<file path="src/rtl/bls_pkg.sv">
package bls_pkg;
    typedef enum logic [2:0] {
        ST_IDLE,
        ST_PREP,
        ST_DATA,
        ST_STB0,
        ST_ADDR,
        ST_STB3,
        ST_STB1
    } bls_state_t;

    localparam logic [1:0] OP_SET = 2'b01;
    localparam logic [1:0] OP_CLR = 2'b10;
    localparam logic [1:0] OP_ALL = 2'b11;

    localparam logic [1:0] CTRL_IDLE  = 2'd1;
    localparam logic [1:0] CTRL_LATCH = 2'd0;
    localparam logic [1:0] CTRL_STEER = 2'd3;
endpackage

</file>
<file path="src/rtl/bls_shadow.sv">
module bls_shadow #(
    parameter int NBYTES = 16,
    localparam int SEL_W = $clog2(NBYTES)
) (
    input  logic             clk,
    input  logic             rst_n,
    input  logic             clr_all,
    input  logic             wr_en,
    input  logic [SEL_W-1:0] wr_sel,
    input  logic [7:0]       wr_data,
    input  logic [SEL_W-1:0] rd_a_sel,
    output logic [7:0]       rd_a,
    input  logic [SEL_W-1:0] rd_b_sel,
    output logic [7:0]       rd_b
);
    logic [7:0] mem_q [NBYTES];

    always_ff @(posedge clk) begin
        for (int i = 0; i < NBYTES; i++) begin
            if (!rst_n || clr_all) begin
                mem_q[i] <= 8'h00;
            end else if (wr_en && wr_sel == SEL_W'(i)) begin
                mem_q[i] <= wr_data;
            end
        end
    end

    assign rd_a = mem_q[rd_a_sel];
    assign rd_b = mem_q[rd_b_sel];
endmodule

</file>
<file path="src/rtl/bls_step_timer.sv">
module bls_step_timer #(
    parameter int HOLD_W = 4
) (
    input  logic              clk,
    input  logic              rst_n,
    input  logic              load,
    input  logic [HOLD_W-1:0] hold,
    output logic              done
);
    logic [HOLD_W-1:0] cnt_q;

    always_ff @(posedge clk) begin
        if (!rst_n) begin
            cnt_q <= '0;
        end else if (load) begin
            cnt_q <= hold;
        end else if (cnt_q != '0) begin
            cnt_q <= cnt_q - 1'b1;
        end
    end

    assign done = (cnt_q == '0);
endmodule

</file>
<file path="src/rtl/bitlamp_seq.sv">
module bitlamp_seq
    import bls_pkg::*;
#(
    parameter int NBYTES = 16,
    parameter int HOLD_W = 4,
    parameter int IDX_W  = 8,
    localparam int SEL_W = $clog2(NBYTES),
    localparam int LINES = NBYTES * 8,
    localparam int BANK_SZ = 8,
    localparam int BANK0_BASE = 8,
    localparam int BANK1_BASE = 16
) (
    input  logic              clk,
    input  logic              rst_n,
    input  logic              cmd_valid,
    input  logic [1:0]        cmd_op,
    input  logic [IDX_W-1:0]  cmd_index,
    input  logic [HOLD_W-1:0] step_hold,
    input  logic [SEL_W-1:0]  rd_sel,
    output logic [7:0]        rd_data,
    output logic [7:0]        bus_data,
    output logic [1:0]        bus_ctrl,
    output logic              busy,
    output logic              cmd_err
);
    bls_state_t       state_q, state_d;
    logic [SEL_W-1:0] byte_q, byte_d;
    logic             sweep_q, sweep_d;
    logic             idle, op_ok, idx_ok, accept, reject, step_done, step_adv;
    logic [SEL_W-1:0] cmd_byte;
    logic [7:0]       mask, cur_byte, new_byte, data_val, addr_val;

    assign idle     = (state_q == ST_IDLE);
    assign op_ok    = (cmd_op != 2'b00);
    assign idx_ok   = (cmd_op == OP_ALL) || (int'(cmd_index) < LINES);
    assign accept   = cmd_valid && idle && op_ok && idx_ok;
    assign reject   = cmd_valid && idle && !(op_ok && idx_ok);
    assign cmd_byte = cmd_index[3 +: SEL_W];
    assign mask     = 8'h80 >> cmd_index[2:0];
    assign new_byte = (cmd_op == OP_SET) ? (cur_byte | mask) : (cur_byte & ~mask);
    assign step_adv = accept || (!idle && step_done);

    bls_shadow #(.NBYTES(NBYTES)) u_shadow (
        .clk      (clk),
        .rst_n    (rst_n),
        .clr_all  (accept && cmd_op == OP_ALL),
        .wr_en    (accept && cmd_op != OP_ALL),
        .wr_sel   (cmd_byte),
        .wr_data  (new_byte),
        .rd_a_sel (byte_d),
        .rd_a     (cur_byte),
        .rd_b_sel (rd_sel),
        .rd_b     (rd_data)
    );

    bls_step_timer #(.HOLD_W(HOLD_W)) u_timer (
        .clk   (clk),
        .rst_n (rst_n),
        .load  (step_adv),
        .hold  (step_hold),
        .done  (step_done)
    );

    // next-state logic
    always_comb begin
        state_d = state_q;
        byte_d  = byte_q;
        sweep_d = sweep_q;
        unique case (state_q)
            ST_IDLE: if (accept) begin
                sweep_d = (cmd_op == OP_ALL);
                byte_d  = (cmd_op == OP_ALL) ? '0 : cmd_byte;
                state_d = (cmd_op == OP_ALL) ? ST_PREP : ST_DATA;
            end
            ST_PREP: if (step_done) state_d = ST_DATA;
            ST_DATA: if (step_done) state_d = ST_STB0;
            ST_STB0: if (step_done) state_d = ST_ADDR;
            ST_ADDR: if (step_done) state_d = ST_STB3;
            ST_STB3: if (step_done) state_d = ST_STB1;
            ST_STB1: if (step_done) begin
                if (sweep_q && byte_q != SEL_W'(NBYTES - 1)) begin
                    byte_d  = byte_q + 1'b1;
                    state_d = ST_DATA;
                end else begin
                    sweep_d = 1'b0;
                    state_d = ST_IDLE;
                end
            end
            default: state_d = ST_IDLE;
        endcase
    end

    // state register
    always_ff @(posedge clk) begin
        if (!rst_n) begin
            state_q <= ST_IDLE;
            byte_q  <= '0;
            sweep_q <= 1'b0;
        end else begin
            state_q <= state_d;
            byte_q  <= byte_d;
            sweep_q <= sweep_d;
        end
    end

    assign data_val = idle ? new_byte : cur_byte;
    assign addr_val = (int'(byte_d) < BANK_SZ)
                    ? 8'(BANK0_BASE + int'(byte_d))
                    : 8'(BANK1_BASE + int'(byte_d) - BANK_SZ);

    // bus output register
    always_ff @(posedge clk) begin
        if (!rst_n) begin
            bus_data <= 8'h00;
            bus_ctrl <= CTRL_IDLE;
            cmd_err  <= 1'b0;
        end else begin
            cmd_err <= reject;
            if (step_adv) begin
                unique case (state_d)
                    ST_PREP: bus_ctrl <= CTRL_IDLE;
                    ST_DATA: bus_data <= data_val;
                    ST_STB0: bus_ctrl <= CTRL_LATCH;
                    ST_ADDR: bus_data <= addr_val;
                    ST_STB3: bus_ctrl <= CTRL_STEER;
                    ST_STB1: bus_ctrl <= CTRL_IDLE;
                    default: ;
                endcase
            end
        end
    end

    assign busy = !idle;

    // control code 2 never appears on the bus
    p_ctrl_legal_r3: assert property (@(posedge clk) disable iff (!rst_n)
        bus_ctrl != 2'd2);

    // the steer code is only reached from the latch code
    p_steer_after_latch_r3: assert property (@(posedge clk) disable iff (!rst_n)
        (bus_ctrl == CTRL_STEER && $past(bus_ctrl) != CTRL_STEER) |-> $past(bus_ctrl) == CTRL_LATCH);

    // bus is quiet while idle
    p_idle_quiet_r9: assert property (@(posedge clk) disable iff (!rst_n)
        (!busy && !$past(busy)) |-> ($stable(bus_data) && $stable(bus_ctrl)));

    // busy only rises on a presented command
    p_busy_from_cmd_r9: assert property (@(posedge clk) disable iff (!rst_n)
        $rose(busy) |-> $past(cmd_valid));

    // a reject never starts a sequence
    p_err_no_busy_r7: assert property (@(posedge clk) disable iff (!rst_n)
        cmd_err |-> !busy);

    // reject pulse lasts a single cycle
    p_err_pulse_r7: assert property (@(posedge clk) disable iff (!rst_n)
        cmd_err |=> !cmd_err || $past(cmd_valid));
endmodule

</file>
<file path="config.mk">
export PLATFORM = sky130hd
export DESIGN_NAME = bitlamp_seq
export DESIGN_NICKNAME = d
export VERILOG_FILES = /design/src/rtl/bls_pkg.sv /design/src/rtl/bls_shadow.sv /design/src/rtl/bls_step_timer.sv /design/src/rtl/bitlamp_seq.sv
export SDC_FILE = /design/constraint.sdc
export NUM_CORES = 1
export LEC_CHECK = 0
export BUFFER_PORTS_ARGS = -buffer_cell sky130_fd_sc_hd__buf_4
export CAP_MARGIN = 20
export CORE_MARGIN = 4
export CORE_UTILIZATION = 62
export CTS_CLUSTER_DIAMETER = 200
export CTS_CLUSTER_SIZE = 16
export DETAILED_ROUTE_END_ITERATION = 6
export PLACE_DENSITY = 0.8
export SYNTH_ARGS = -nofsm -noshare
export SYNTH_HDL_FRONTEND = slang
export SYNTH_HIERARCHICAL = 1
export SYNTH_SLANG_ARGS = --single-unit
</file>
<file path="constraint.sdc">
create_clock -name clk -period 4.61 [get_ports clk]
set_input_delay 0.6915 -clock clk [delete_from_list [all_inputs] [get_ports clk]]
set_output_delay 0.6915 -clock clk [all_outputs]
set_load 0.05 [all_outputs]
</file>
==> impl_metrics.toml, run 1 <==
[outcome]
status = "completed"

[grt]
antenna_found_initial = 0
grt_max_degree = 34
grt_pass1_wl_um = 37500
overflow = 0
grt_use_total_pct = 34.4
grt_pass1_vias = 6491

[yosys]
synthesis.nets = 705
synthSimpleGateAreaFrac_pct = 16.0
yosysTopAreaCell = "edfxtp_1"
yosysTopAreaCellShare_pct = 46.0
avgSynthCellArea_um2 = 12.3
async_reset_ff_share_pct = 0
synthesis.area_um2 = 8360
synth.top_cells.by_area = "edfxtp_1 (46%), mux4_2 (9.2%), mux4_1 (8.8%), nor2_1 (6.9%), dfxtp_1 (5.5%)"
synthAdderAreaFrac_pct = 0.299
synth_ff_type = "edfxtp_1"
synth_top_family_by_area = "multiplexers"
ys_seq_area_share_pct = 51.5
synth_cells = 682
synth_xor_area_share_pct = 0.314
synthMuxAreaShare_pct = 20.4
synth_warnings = 6
synth-compound-area-share_pct = 7.79
synth-seq-cells = 151
synth_edf_count = 128
synth.distinct_cells = 56

[sta]
fin_crit_sh_pct = 85.3
fin_tns_setup_ns = 0
slew_violations = 0
skew_ns = 0.0104
slew_headroom_pct = 29.8
hold_viol_final = 0
setup_viol = 0
rsz0062_at_grt = "no"
maxClockFrequency_ghz = 0.254
setup_ws_ns = 0.679
whs_ns = 0.474
worst_pin_slew_ns = 1.05
period_minus_slack_ns = 3.93

[power]
p_leak_nw = 3.35
power.total_mw = 4.03
p_per_area_nw_per_um2 = 430
comb_power_share_pct = 25.8
p_clk_share_pct = 32.2
p_seq_share_pct = 42.0
swShare_pct = 31.1
vdd_drop_max_mv = 0.415
switchingPower_mw = 1.26
p_int_mw = 2.78

[cells_and_area]
antenna_cells = 0
nets = 744
synthToLayoutAreaGrowth_pct = 12.2
utilization_pct = 70.8
post-route-cell-area_um2 = 9380
instances_no_fill = 910
drive_above_1_share_pct = 20.2

[placed_design]
pre_cts_ws_ns = 0.757
place_congestion = 0.942
dpl.hpwl_um = 16000
portBuffers = 40
place_area_um2 = 8820
dp_cells = 877

[cts]
cts-root-buf = "clkbuf_16"
insertion_delay_ns = 0.42
tritoncts = "yes"
cts_hold_buf = 0
postCtsSetupBuffers = 0
path_clk_slew_ns = 0.06
htreeDepth = 4
cts.repair.resized = 0
cts.sinks = 151
clock_path_buffers = 2
numCtsBuffers = 17

[worst_setup_path]
cp_slowest_cell = "and2b_1"
endpoint_kind = "register"
start_kind = "register"
crit_top_cell = "or3_1"
critPathRequiredTime_ns = 4.96
crit_fanout = 17
slowest_delay_ns = 0.60
worstPathArrival_ns = 4.28
worstPathCellList = "inv_1 > ha_1 > nor3b_4 > buf_4 > nand4b_1 > or3_1 > o21ai_0 > o22ai_1 > and2b_1 > a22oi_1 > nand2_1 > mux2_2 > nor2_1 > or3_1 > a31oi_1"
worstSetupPathType = "reg2reg"

[die]
die_x_um = 124
rows = 42
die_height_um = 124
pin_count = 41
coreArea_um2 = 13200
start_util_pct = 63.1
dieArea_um2 = 15400

[route]
wl_um = 24900
firstDrtPassIters = 5
wl_per_cell_um = 27.4
viasPerCell = 7.16
ant_nets = 0
drt_iter0_markers = 942
route.detailed.drc = 0
route.vias.total = 6516

[flow_run]
drv_cap = 0

[hold_path]
min_path_type = "reg2reg"
layer usage:
| metal | routed length, µm | up-vias | global-route usage [%] |
|---|---|---|---|
| li1 | - | 2679 | - |
| met1 | 7740 | 3136 | 39.8 |
| met2 | 12200 | 534 | 56.6 |
| met3 | 3090 | 167 | 9.54 |
| met4 | 1870 | 0 | 22.2 |
| met5 | 0 | - | 0 |
final cells by class:
type                       count  area (µm²)
clock buffer                  19         433
clock inverter                13         113
fill                         898        3860
inverter                       7        26.3
multi-input combinational    476        3740
sequential                   151        4300
tap                          176         220
timing repair buffer          68         543
cells in the mapped netlist (all sizes together) (3+ instances only):
library cell and n:
or3 3, buf 18, nor2b 9, a22oi 33, nand4 4, o21ai 30, mux4 64, clkbuf 24
nand2b 7, nor3b 4, nand3 15, nand2 66, o211ai 3, xnor2 3, edfxtp 128, nor3 10
nor2 153, a31oi 4, clkdlybuf4s25 6, inv 6, dfxtp 23, nand4b 3, mux2 9, and2 7
mux2i 5, a21oi 15, nand3b 4
worst paths after layout:
check / depth (start not counted) / slack, ns / end / from
worst max register to register: 15 / 0.68 / bus_data[3]$_SDFFE_PN0P_ / u_timer/cnt_q[0]$_SDFFE_PN0P_
worst min register to register: 2 / 0.47 / bus_data[2]$_SDFFE_PN0P_ / bus_data[2]$_SDFFE_PN0P_
worst min-delay path: 2 / 0.47 / bus_data[2]$_SDFFE_PN0P_ / bus_data[2]$_SDFFE_PN0P_
worst max-delay path: 15 / 0.68 / bus_data[3]$_SDFFE_PN0P_ / u_timer/cnt_q[0]$_SDFFE_PN0P_
cells in the final DEF, fill, tap and decap left out, drive strengths merged, types with 7 or more instances in the layout:
cell type / n
nor3: 10
edfxtp: 128
nand2b: 7
a21oi: 15
clkbuf: 19
dfxtp: 23
nand2: 66
buf: 68
mux2: 9
o21ai: 30
clkinv: 10
and2: 7
nor2: 153
nor2b: 9
a22oi: 33
nand3: 15
mux4: 64
worst max-delay path: cells and delay by family (launching register included):
family	cells	cell delay (ns)
compound gates	4	0.75
fa+ha+maj	1	0.20
buf+inv	2	0.33
flops	1	0.32
mux	1	0.25
simple gates	7	2.00
power by group through the flow:
stage | sequential (mW) | clock (mW) | combinational (mW)
floorplan | 1.72 | 0 | 0.679
global placement | 1.70 | 0 | 0.979
detailed placement | 1.72 | 0 | 1.01
CTS | 1.69 | 1.30 | 1.02
global route | 1.70 | 1.37 | 1.10
finish | 1.69 | 1.30 | 1.04
sequential cells by signal (all words and copies together) (netlist names):
name            flops
u_shadow/mem_q    128
bus_data            8
byte_q              4
u_timer/cnt_q       4
state_q             3
bus_ctrl            2
cmd_err             1
sweep_q             1
cell families (layout without fill, tap and decap cells):
logic type | Yosys count | count (layout)
DFF | 151 | 151
AOI/OAI and AO/OA | 99 | 99
xor gates and xnor gates | 3 | 3
muxes | 78 | 78
buffers and inverters | 55 | 107
and+or+nand+nor | 294 | 294
adders and majority gates | 2 | 2
(Power assumes the default switching activity.)
==> run 2, diff against run 1 <==
--- a/config.mk
+++ b/config.mk
@@ -10,3 +10,3 @@
 export CORE_MARGIN = 4
-export CORE_UTILIZATION = 62
+export CORE_UTILIZATION = 35
 export CTS_CLUSTER_DIAMETER = 200
@@ -14,3 +14,2 @@
 export DETAILED_ROUTE_END_ITERATION = 6
-export PLACE_DENSITY = 0.8
 export SYNTH_ARGS = -nofsm -noshare
--- a/constraint.sdc
+++ b/constraint.sdc
@@ -3,2 +3,2 @@
 set_output_delay 0.6915 -clock clk [all_outputs]
-set_load 0.05 [all_outputs]
+set_load 0.02 [all_outputs]
==> run 2 against run 1 <==
Effect of this change:
- the flow now finishes with violations (DRC)
- die area rose by 72%
- critical path depth shrank 2
- first-iteration DRC count down 44%
- critical path type unchanged
- largest power group unchanged
- highest routed layer unchanged
==> impl_metrics.toml, run 2 (synthesized netlist as in run 1, its figures left out) <==
[cells_and_area]
layout_common_cells = "nor2_1 (153), edfxtp_1 (128), buf_4 (67)"
nets = 745
fillers = 2220
utilization_pct = 41.0
drive_above_1_share_pct = 21.1
largest_register = "u_shadow/mem_q"
largest_reg_flops = 128
final_common_cell = "nor2_1"
antenna_cells = 0
synthToLayoutAreaGrowth_pct = 15.1
reg_top3 = "u_shadow/mem_q (128), bus_data (8)"

[die]
dieArea_um2 = 26400
die_height_um = 163
rows = 56
die_x_um = 163
start_util_pct = 35.6
pin_count = 41
coreArea_um2 = 23500

[grt]
grt_use_total_pct = 19.1
overflow = 0
grt_max_degree = 34
grt_pass1_wl_um = 37200
grt_pass1_vias = 5932
antenna_found_initial = 0

[power]
swShare_pct = 30.2
vdd_drop_max_mv = 0.246
switchingPower_mw = 1.24
p_leak_nw = 3.38
comb_power_share_pct = 23.7
p_per_area_nw_per_um2 = 426
p_seq_share_pct = 41.1
p_clk_share_pct = 35.2
p_int_mw = 2.86

[placed_design]
portBuffers = 40
pre_cts_ws_ns = 0.471
place_congestion = 0.922
dpl.hpwl_um = 17100

[worst_setup_path]
r2r-start = "u_timer/cnt_q[0]$_SDFFE_PN0P_"
critPathRequiredTime_ns = 4.77
worstSetupPathType = "reg2reg"
reg2reg_depth = 13
rr_endpoint = "u_shadow/mem_q[12][3]$_SDFFCE_PN0P_"
worstPathArrival_ns = 4.12
r2r_setup_slack_ns = 0.66
crit_fanout = 33
start_kind = "register"
endpoint_kind = "register"

[outcome]
failed_checks = "DRC"
status = "finished with violations"

[cts]
numCtsBuffers = 17
cts.repair.resized = 0
clock_path_buffers = 2
cts_hold_buf = 0
cts-root-buf = "clkbuf_16"
postCtsSetupBuffers = 0
tritoncts = "yes"
path_clk_slew_ns = 0.06
htreeDepth = 4
cts.sinks = 151
insertion_delay_ns = 0.43

[route]
viasPerCell = 5.73
wl_um = 24600
route.vias.total = 6040
drt_iter0_markers = 531
firstDrtPassIters = 7
ant_nets = 0
wl_per_cell_um = 23.3
route.detailed.drc = 1

[sta]
hold_viol_final = 0
maxClockFrequency_ghz = 0.253
whs_ns = 0.490
setup_ws_ns = 0.656
worst_pin_slew_ns = 1.00
slew_violations = 0
rsz0062_at_grt = "no"
period_minus_slack_ns = 3.95
fin_tns_setup_ns = 0
setup_viol = 0
slew_headroom_pct = 33.1
fin_crit_sh_pct = 85.8
skew_ns = 0.0113

[hold_path]
hp-start = "bus_data[2]$_SDFFE_PN0P_"
whs_endpoint = "bus_data[2]$_SDFFE_PN0P_"
hold_depth = 2
min_path_type = "reg2reg"

[flow_run]
drv_cap = 0
run 2: metal layers:
metal | share of wire [%] | global-route usage (%) | vias up
li1 | - | - | 2676
met1 | 42 | 25.4 | 3048
met2 | 48 | 30.7 | 262
met3 | 7.3 | 4.25 | 54
met4 | 3.0 | 7.50 | 0
met5 | 0 | 0 | -
run 2: power groups by stage:
stage,clock (mW),combinational (mW),sequential [mW]
after floorplan,0,0.646,1.69
after global placement,0,0.965,1.71
after detailed placement,0,0.969,1.71
after CTS,1.45,0.971,1.68
after global routing,1.51,1.05,1.70
final,1.44,0.972,1.68
run 2: metrics by stage:
stage	area, µm²	power (mW)	cells
6_report	9620	4.09	1054
5_1_grt	9620	4.25	1054
4_1_cts	9620	4.11	1054
3_5_place_dp	9010	2.68	1022
3_3_place_gp	9010	2.67	1022
2_1_floorplan	8360	2.34	682
run 2: how the worst max path moves through the flow:
stage | startpoint | endpoint | slack (ns)
finish | u_timer/cnt_q[0]$_SDFFE_PN0P_ | u_shadow/mem_q[12][3]$_SDFFCE_PN0P_ | 0.66
global placement | cmd_valid | u_shadow/mem_q[3][3]$_SDFFCE_PN0P_ | 0.49
detailed placement | cmd_valid | u_shadow/mem_q[7][3]$_SDFFCE_PN0P_ | 0.47
CTS | u_timer/cnt_q[0]$_SDFFE_PN0P_ | u_shadow/mem_q[10][3]$_SDFFCE_PN0P_ | 0.63
global route | u_timer/cnt_q[0]$_SDFFE_PN0P_ | u_shadow/mem_q[12][3]$_SDFFCE_PN0P_ | 0.34
floorplan | u_timer/cnt_q[0]$_SDFFE_PN0P_ | u_shadow/mem_q[5][1]$_SDFFCE_PN0P_ | 1.09
run 2: worst max-delay path: stages (launching register included):
cell      delay (ns)
dfxtp_1         0.32
inv_1           0.09
ha_1            0.18
nor3b_4         0.19
and4b_1         0.30
nand3_1         0.14
o211ai_1        0.29
buf_12          0.31
mux4_1          0.61
a22oi_1         0.37
nand2_1         0.16
mux2_2          0.33
nand2_1         0.29
nor2_1          0.09
run 2: final cells by class:
| class | count | area [µm²] | share of cell area [%] |
|---|---|---|---|
| Clock inverter | 13 | 171 | 1.78 |
| Multi-Input combinational cell | 476 | 3740 | 38.9 |
| Sequential cell | 151 | 4300 | 44.8 |
| Timing Repair Buffer | 69 | 543 | 5.65 |
| Clock buffer | 19 | 433 | 4.50 |
| Tap cell | 319 | 399 | 4.15 |
| Inverter | 7 | 26.3 | 0.273 |
